[config.mk]
export PLATFORM = sky130hd
export DESIGN_NAME = bridge_pwm
export DESIGN_NICKNAME = d
export VERILOG_FILES = /design/src/rtl/bpwm_pkg.sv /design/src/rtl/bpwm_timebase.sv /design/src/rtl/bpwm_duty.sv /design/src/rtl/bpwm_steer.sv /design/src/rtl/bridge_pwm.sv
export SDC_FILE = /design/constraint.sdc
export NUM_CORES = 1
export LEC_CHECK = 0
export ABC_AREA = 1
export BUFFER_PORTS_ARGS = -buffer_cell sky130_fd_sc_hd__clkbuf_2
export CAP_MARGIN = 20
export CELL_PAD_IN_SITES_DETAIL_PLACEMENT = 0
export CELL_PAD_IN_SITES_GLOBAL_PLACEMENT = 1
export CORE_ASPECT_RATIO = 0.75
export CORE_UTILIZATION = 41
export DETAILED_ROUTE_END_ITERATION = 8
export GPL_TIMING_DRIVEN = 0
export PLACE_DENSITY_LB_ADDON = 0.2
export SLEW_MARGIN = 20
export SYNTH_ARGS = -nofsm -noshare
export SYNTH_HDL_FRONTEND = slang
export SYNTH_HIERARCHICAL = 1
export SYNTH_SLANG_ARGS = --single-unit
[constraint.sdc]
create_clock -name clk -period 1.7 [get_ports clk]
set_input_delay 0.34 -clock clk [delete_from_list [all_inputs] [get_ports clk]]
set_output_delay 0.34 -clock clk [all_outputs]
set_load 0.05 [all_outputs]
[src/rtl/bpwm_pkg.sv]
package bpwm_pkg;

   typedef enum logic [1:0] {
      STEER_SINGLE = 2'b00,
      STEER_FWD    = 2'b01,
      STEER_HALF   = 2'b10,
      STEER_REV    = 2'b11
   } steer_e;

   // per-output role inside a steering pattern
   typedef enum logic [1:0] {
      ROLE_LOW  = 2'b00,
      ROLE_MOD  = 2'b01,
      ROLE_INV  = 2'b10,
      ROLE_HIGH = 2'b11
   } role_e;

   localparam logic [1:0] ADDR_PERIOD = 2'd0;
   localparam logic [1:0] ADDR_DUTY   = 2'd1;
   localparam logic [1:0] ADDR_CTRL   = 2'd2;
   localparam logic [1:0] RUN_KEY     = 2'b11;

endpackage

[src/rtl/bpwm_timebase.sv]
module bpwm_timebase #(
   parameter int TMR_W = 8,
   parameter int SUB_W = 2,
   localparam int CNT_W = TMR_W + SUB_W
) (
   input  logic             clk,
   input  logic             rst_n,
   input  logic             run,
   input  logic [TMR_W-1:0] per_in,
   output logic [CNT_W-1:0] cnt,
   output logic             boundary
);

   logic [TMR_W-1:0] tmr_q;
   logic [TMR_W-1:0] per_act_q;
   logic [SUB_W-1:0] sub_q;
   logic             wrap;

   if (TMR_W < 2 || SUB_W < 1) begin : g_bad_width
      $error("bpwm_timebase: TMR_W must be >= 2 and SUB_W >= 1");
   end

   assign wrap     = run && (tmr_q == per_act_q) && (&sub_q);
   assign boundary = !run || wrap;
   assign cnt      = {tmr_q, sub_q};

   always_ff @(posedge clk or negedge rst_n) begin
      if (!rst_n) begin
         tmr_q     <= '0;
         sub_q     <= '0;
         per_act_q <= '0;
      end else if (boundary) begin
         tmr_q     <= '0;
         sub_q     <= '0;
         per_act_q <= per_in;
      end else begin
         {tmr_q, sub_q} <= {tmr_q, sub_q} + 1'b1;
      end
   end

   assert_tmr_in_window_R3: assert property (@(posedge clk) disable iff (!rst_n)
      run |-> (tmr_q <= per_act_q));

   assert_wrap_restarts_R3: assert property (@(posedge clk) disable iff (!rst_n)
      wrap |=> (cnt == '0));

   assert_period_held_R10: assert property (@(posedge clk) disable iff (!rst_n)
      !boundary |=> $stable(per_act_q));

endmodule

[src/rtl/bpwm_duty.sv]
module bpwm_duty #(
   parameter int CNT_W = 10
) (
   input  logic             clk,
   input  logic             rst_n,
   input  logic             load,
   input  logic [CNT_W-1:0] duty_in,
   input  logic [CNT_W-1:0] cnt,
   output logic             level
);

   logic [CNT_W-1:0] duty_q;

   if (CNT_W < 3) begin : g_bad_width
      $error("bpwm_duty: CNT_W must be >= 3");
   end

   always_ff @(posedge clk or negedge rst_n) begin
      if (!rst_n)     duty_q <= '0;
      else if (load)  duty_q <= duty_in;
   end

   // high from the period start until the count reaches the shadow duty
   assign level = (cnt < duty_q);

   assert_duty_shadow_held_R9: assert property (@(posedge clk) disable iff (!rst_n)
      !load |=> $stable(duty_q));

   assert_zero_duty_low_R4: assert property (@(posedge clk) disable iff (!rst_n)
      (duty_q == '0) |-> !level);

endmodule

[src/rtl/bpwm_steer.sv]
module bpwm_steer
   import bpwm_pkg::*;
#(
   parameter int N_OUT = 4
) (
   input  steer_e           mode,
   input  logic             level,
   output logic [N_OUT-1:0] drive
);

   if (N_OUT != 4) begin : g_bad_count
      $error("bpwm_steer: bridge steering needs exactly four outputs");
   end

   function automatic role_e role_of(steer_e m, int idx);
      role_e r;
      r = ROLE_LOW;
      unique case (m)
         STEER_SINGLE: if (idx == 0) r = ROLE_MOD;
         STEER_HALF: begin
            if (idx == 0) r = ROLE_MOD;
            if (idx == 1) r = ROLE_INV;
         end
         STEER_FWD: begin
            if (idx == 0) r = ROLE_HIGH;
            if (idx == 3) r = ROLE_MOD;
         end
         STEER_REV: begin
            if (idx == 2) r = ROLE_HIGH;
            if (idx == 1) r = ROLE_MOD;
         end
         default: r = ROLE_LOW;
      endcase
      return r;
   endfunction

   for (genvar i = 0; i < N_OUT; i++) begin : g_line
      always_comb begin
         unique case (role_of(mode, i))
            ROLE_MOD:  drive[i] = level;
            ROLE_INV:  drive[i] = !level;
            ROLE_HIGH: drive[i] = 1'b1;
            default:   drive[i] = 1'b0;
         endcase
      end
   end

   always_comb begin
      if (mode == STEER_HALF)
         assert_half_opposed_R6: assert (drive[0] != drive[1]);
   end

endmodule

[src/rtl/bridge_pwm.sv]
module bridge_pwm
   import bpwm_pkg::*;
#(
   parameter int TMR_W = 8,
   parameter int SUB_W = 2,
   parameter int N_OUT = 4,
   localparam int CNT_W   = TMR_W + SUB_W,
   localparam int LSB_LO  = 0,
   localparam int MODE_LO = SUB_W,
   localparam int RUN_LO  = TMR_W - 2,
   localparam int SPARE_W = RUN_LO - (MODE_LO + 2)
) (
   input  logic             clk,
   input  logic             rst_n,
   input  logic             wr_en,
   input  logic [1:0]       wr_addr,
   input  logic [TMR_W-1:0] wr_data,
   output logic [N_OUT-1:0] pwm_out
);

   logic [TMR_W-1:0] per_q;
   logic [TMR_W-1:0] dhi_q;
   logic [SUB_W-1:0] lsb_q;
   steer_e           mode_q;
   steer_e           mode_act_q;
   logic             run_q;
   logic [CNT_W-1:0] cnt;
   logic             boundary;
   logic             level;
   logic [N_OUT-1:0] drive;
   logic [N_OUT-1:0] out_q;

   if (SPARE_W < 0) begin : g_bad_layout
      $error("bridge_pwm: control word too narrow for its fields");
   end

   if (SPARE_W > 0) begin : g_spare
      logic spare_unused;
      assign spare_unused = ^wr_data[RUN_LO-1:MODE_LO+2];
   end

   // software-visible registers
   always_ff @(posedge clk or negedge rst_n) begin
      if (!rst_n) begin
         per_q  <= '0;
         dhi_q  <= '0;
         lsb_q  <= '0;
         mode_q <= STEER_SINGLE;
         run_q  <= 1'b0;
      end else if (wr_en) begin
         unique case (wr_addr)
            ADDR_PERIOD: per_q <= wr_data;
            ADDR_DUTY:   dhi_q <= wr_data;
            ADDR_CTRL: begin
               lsb_q  <= wr_data[LSB_LO +: SUB_W];
               mode_q <= steer_e'(wr_data[MODE_LO +: 2]);
               run_q  <= (wr_data[RUN_LO +: 2] == RUN_KEY);
            end
            default: ;
         endcase
      end
   end

   bpwm_timebase #(.TMR_W(TMR_W), .SUB_W(SUB_W)) u_timebase (
      .clk      (clk),
      .rst_n    (rst_n),
      .run      (run_q),
      .per_in   (per_q),
      .cnt      (cnt),
      .boundary (boundary)
   );

   bpwm_duty #(.CNT_W(CNT_W)) u_duty (
      .clk     (clk),
      .rst_n   (rst_n),
      .load    (boundary),
      .duty_in ({dhi_q, lsb_q}),
      .cnt     (cnt),
      .level   (level)
   );

   // steering shadow, refreshed with the duty shadow
   always_ff @(posedge clk or negedge rst_n) begin
      if (!rst_n)        mode_act_q <= STEER_SINGLE;
      else if (boundary) mode_act_q <= mode_q;
   end

   bpwm_steer #(.N_OUT(N_OUT)) u_steer (
      .mode  (mode_act_q),
      .level (level),
      .drive (drive)
   );

   // registered output stage keeps decode glitches off the pins
   always_ff @(posedge clk or negedge rst_n) begin
      if (!rst_n)     out_q <= '0;
      else if (run_q) out_q <= drive;
      else            out_q <= '0;
   end

   assign pwm_out = out_q;

   assert_idle_quiet_R2: assert property (@(posedge clk) disable iff (!rst_n)
      !run_q |=> (pwm_out == '0));

   assert_single_lines_R5: assert property (@(posedge clk) disable iff (!rst_n)
      (run_q && mode_act_q == STEER_SINGLE) |=> (pwm_out[3:1] == 3'b000));

   assert_half_lines_R6: assert property (@(posedge clk) disable iff (!rst_n)
      (run_q && mode_act_q == STEER_HALF) |=>
         (pwm_out[1] == !pwm_out[0]) && (pwm_out[3:2] == 2'b00));

   assert_fwd_lines_R7: assert property (@(posedge clk) disable iff (!rst_n)
      (run_q && mode_act_q == STEER_FWD) |=>
         pwm_out[0] && !pwm_out[1] && !pwm_out[2]);

   assert_rev_lines_R8: assert property (@(posedge clk) disable iff (!rst_n)
      (run_q && mode_act_q == STEER_REV) |=>
         pwm_out[2] && !pwm_out[0] && !pwm_out[3]);

   assert_mode_held_R10: assert property (@(posedge clk) disable iff (!rst_n)
      !boundary |=> $stable(mode_act_q));

endmodule

* Yosys cells after proc, flatten, opt, wreduce, memory -nomap -nowiden *
Index checks and enable logic that the tools add are counted.

word-level totals
  output and inout port bits = 4
  register bits = 55
  bits of input ports = 13
  logic and storage cells = 55

cells by class
  $lt $le $gt $ge = 1
  add/subtract/negate cells = 1
  muxes and demuxes = 11
  equality and inequality tests = 19
  reductions and logical operators = 12

operators with widths
  operator                                              count
  equality test 2 bit (second input constant)           10
  case mux 1 bit (3 select lines)                       4
  adder 10 x 1 -> 10 bit (second input constant)        1
  equality test 2 x 1 -> 1 bit (second input constant)  5
  < comparator 10 bit                                   1
  equality test 8 bit                                   1
  2-to-1 mux 8 bit                                      1
  case mux 2 bit (2 select lines)                       2
  AND reduction 2 bit                                   4
  equality test 1 x 2 -> 1 bit (second input constant)  2
  zero test 2 bit                                       2
  2-to-1 mux 2 bit                                      2
  2-to-1 mux 4 bit                                      1
  logical AND 1 bit                                     2
  zero test 1 bit                                       2
  OR reduction 2 bit                                    1
  equality test 1 bit (second input constant)           1
  logical OR 1 bit                                      1
  2-to-1 mux 1 bit                                      1

* Depth between registers and ports, before layout *
  word-level depth = 6
  depth in mapped cells = 14
  mapped depth without buffers = 14

* By module *
The synthesis kept the hierarchy.

modules (own cells, without submodules)
  module         instances  cells each  area each (um^2)  sequential area each (um^2)
  bridge_pwm     1          117         1082.3            675.6
  bpwm_timebase  1          117         973.4             450.4
  bpwm_duty      1          75          620.6             250.2
  bpwm_steer     1          11          45.0              0.0

* Worst setup path after synthesis *
Ideal clock, no wire load.

  path kind = register to register
  from = register u_timebase.sub_q[0]
  to = register u_duty.duty_q[0]
  library setup time = 0.125 ns
  slack = -0.101 ns
  clock period less this slack = 1.801 ns
  required time = 1.575 ns
  path buffers = 2
  arrival time = 1.676 ns
  stages on the path, launching flop included = 11
  cell sequence = dfrtp_1 > ha_1 > inv_1 > a21oi_1 > nand3_1 > nor2_2 > nand2_4 > nand2_8 > buf_12 > buf_6 > mux2_4

between the ends
  longest elaborated chain between the ends = 3

ends and longest elaborated chain
  item                    line                 source
  from (decl)             bpwm_timebase.sv:16  logic [SUB_W-1:0] sub_q;
  from (signal assigned)  bpwm_timebase.sv:37  {tmr_q, sub_q} <= {tmr_q, sub_q} + 1'b1;
  AND reduction 2 bit     bpwm_timebase.sv:23  assign wrap = run && (tmr_q == per_act_q) && (&sub_q);
  logical AND 1 bit       bpwm_timebase.sv:23
  logical OR 1 bit        bpwm_timebase.sv:24  assign boundary = !run || wrap;
  net boundary            bridge_pwm.sv:28     logic boundary;
  to (signal assigned)    bpwm_duty.sv:20      else if (load) duty_q <= duty_in;
  to (decl)               bpwm_duty.sv:12      logic [CNT_W-1:0] duty_q;

The timed path passes the listed nets, and every way through them passes these cells.
A chain may end at the register's enable or synchronous reset.

* Worst setup path after layout *
  from = register u_timebase.sub_q[1]
  to = register u_duty.duty_q[0]

Same word-level chain as after synthesis.

==> flow_summary.toml <==
[placement]
gp_congestion = 0.836
dpl_worst_slack_ns = -0.370
placed_area_um2 = 2900
dp_hpwl_um = 3930
portBuffers = 15

[global_route]
grt_pass1_vias = 1838
grt_max_degree = 56
antenna_found_initial = 0
grt_overflow_total = 0
grt_pass1_wl_um = 9190
grt.total_usage_pct = 17.9

[synthesis]
synth_top_family_by_area = "simple AND/OR/NAND/NOR gates"
netlist_instances = 320
syn_area_um2 = 2720
yosysSeqAreaShare_pct = 50.6
synthXorXnorAreaFrac_pct = 1.93
synth_compound_area_share_pct = 4.41
synthAdderAreaFrac_pct = 4.60
synth_top_area_share_pct = 50.6
synth_simple_gate_area_share_pct = 29.6
syn_nets = 343
syn-mean-instance-area_um2 = 8.50
synth_top_area_cell = "dfrtp_1"
synth_mux_area_share_pct = 0.552
ys_ff_latch = 55
synthTopCellsByArea = "dfrtp_1, nand2_1, inv_1, ha_1, nand3_1"
synth_cell_types = 28
synth-warning-count = 6

[timing]
max_slew_margin_pct = 49.2
final_max_slew_viol_count = 0
rsz0062_at_grt = "yes"
fmax_ghz = 0.591
finalWorstSetupSlack_ns = 0.00914
hold_viol_final = 0
finClkSkew_ns = 0.00610
tightest_slew_ns = 0.762
final-setup-viol-count = 0
fin_crit_sh_pct = 99.5
layout_min_cycle_time_ns = 1.69

[power]
ir_drop_uv = 328
powerDensity_nw_per_um2 = 968
leakage_nw = 1.68

[drt]
drc = 0
dr_total_vias = 2060
postRouteWirelength_um = 5900
drtIter0Drc = 135
wire_per_inst_um = 13.4
first_pass_iters = 4
ant_nets = 0
routed_via_density = 4.69

[clock_tree]
cts.clk_slew.worst_paths_ns = 0.09
cts_max_level = 2
clk-insertion-delay-late_ns = 0.30
clock_sinks = 55
cts_tree = "yes"
cts_made_buffers = 5
clk_path_buf_depth = 2
cts_root_buf = "clkbuf_8"

[worst_setup_path]
reg2reg_setup_slack_ns = 0.009
timing.critical_path.arrival_ns = 1.89
worst-path-max-fanout = 7
crit_type = "reg2reg"
critPathLaunchType = "flop"
required_ns = 1.90
cp-end-kind = "flop"

[final_layout]
nNetsFinal = 381
antenna_cells = 0
finalInstanceArea_um2 = 3210
drive_above_1_share_pct = 22.9
area_growth_pct = 18.0
fill_cells = 609

[die]
start_util_pct = 42.9
rows = 25
dieArea_um2 = 6970
coreArea_um2 = 6350
die_x_um = 96.1
pin_count = 17
dieHeight_um = 72.6

[worst_hold_path]
hold_class = "in2async"

[outcome]
status = "finished clean"

[run]
drv_cap = 0
## state kept, by name, indices dropped and copies added, names as in the netlist
name / flops
u_duty/duty_q: 10
lsb_q: 2
mode_act_q: 2
u_timebase/per_act_q: 8
mode_q: 2
dhi_q: 8
u_timebase/tmr_q: 8
run_q: 1
per_q: 8
pwm_out: 4
u_timebase/sub_q: 2
## cell usage in the layout (no fill, tap or decap), types with 2 or more instances in the layout
cell type  instances
clkbuf_2          14
clkbuf_8           5
nand4_1           14
dfrtp_1           50
nor2_1             7
dfrtp_2            5
nand2_4            3
ha_1               5
o21bai_1           2
inv_2              4
buf_4             14
nand2_1          111
inv_1             38
xor2_1             4
nor2_2            13
a21oi_1            4
ha_4               4
nand2_2            3
nor2_4             2
o21ai_0           12
buf_2              4
buf_6              2
nand2_8            2
xnor2_1            2
nand3_1           23
## cells by family (layout without fill, tap and decap cells)
kind of cell,Yosys count,in the layout
AND/OR/NAND/NOR,177,180
flip-flops,55,55
buffers and inverters,50,85
AO/OA/AOI/OAI,21,21
adder cells (fa/ha/maj),10,10
XOR/XNOR,6,6
multiplexers,1,1
## power by group
group	internal, W	switching (W)
clock network	0.000432	0.000402
logic	0.000244	0.000403
registers	0.00150	0.000129
total	0.00218	0.000934
## metal layers
layer,GRT usage (%),share of wire [%],up-vias
li1,-,-,1084
met1,27.8,54,942
met5,0,0,-
met3,4.72,3.8,4
met2,24.4,42,30
met4,4.48,0.68,0
## worst max-delay path, cell delays in order, from the launching register on
cell and delay, ns:
dfrtp_1 0.37, ha_2 0.20, inv_1 0.08, a21oi_1 0.16, nand3_1 0.12, nor2_2 0.14, nand2_4 0.11, nand2_8 0.12
mux2_4 0.30
## synth_stat cells, drive strengths merged
master	n
xnor2	2
buf	8
dfrtp	55
inv	42
o211ai	1
nor3	1
o21bai	2
nand4	14
nand3	24
nand2	116
o21ai	13
a21oi	4
xor2	4
a21o	1
ha	10
mux2	1
nor2	22
## metrics by stage
stage / util (%) / hold WS, ns / total power (W) / instances / TNS [ns]
6_report: 50.6 / 0.120 / 0.00311 / 439 / 0
5_1_grt: 50.6 / 0.163 / 0.00332 / 439 / -0.0550
4_1_cts: 47.6 / 0.144 / 0.00308 / 425 / -0.0106
3_5_place_dp: 45.7 / 0.461 / 0.00225 / 416 / -3.02
3_3_place_gp: 45.6 / 0.457 / 0.00223 / 416 / -2.36
2_1_floorplan: - / 0.0444 / 0.00206 / 320 / -0.101
## path summary, 6_finish.rpt
| check | start | to | depth (start not counted) |
|---|---|---|---|
| max in group asynchronous | rst_n | u_timebase/tmr_q[3] | 1 |
| min in group clk | wr_data[4] | per_q[4] | 3 |
| hold / removal | rst_n | u_timebase/tmr_q[5] | 1 |
| setup / recovery | u_timebase/sub_q[1] | u_duty/duty_q[0] | 8 |
| setup reg to reg | u_timebase/sub_q[1] | u_duty/duty_q[0] | 8 |
| hold reg to reg | dhi_q[1] | dhi_q[1] | 2 |
## final cells by class
| type | count | area, um^2 | area share, % |
|---|---|---|---|
| Buffer | 6 | 38.8 | 1.21 |
| Clock buffer | 6 | 72.6 | 2.26 |
| Clock inverter | 1 | 30.0 | 0.935 |
| Inverter | 42 | 158 | 4.91 |
| Multi-Input combinational cell | 218 | 1220 | 38.1 |
| Sequential cell | 55 | 1380 | 43.0 |
| Tap cell | 81 | 101 | 3.16 |
| Timing Repair Buffer | 30 | 206 | 6.43 |
## timing repair
item                       4_1_cts  5_1_grt
pin swaps                        3        5
setup buffers                    3       12
gates cloned                     1        2
setup endpoints to repair       14       17
gates resized for setup          5       12
hold buffers                     0        0
No activity file was read; power rests on OpenSTA's default activity.
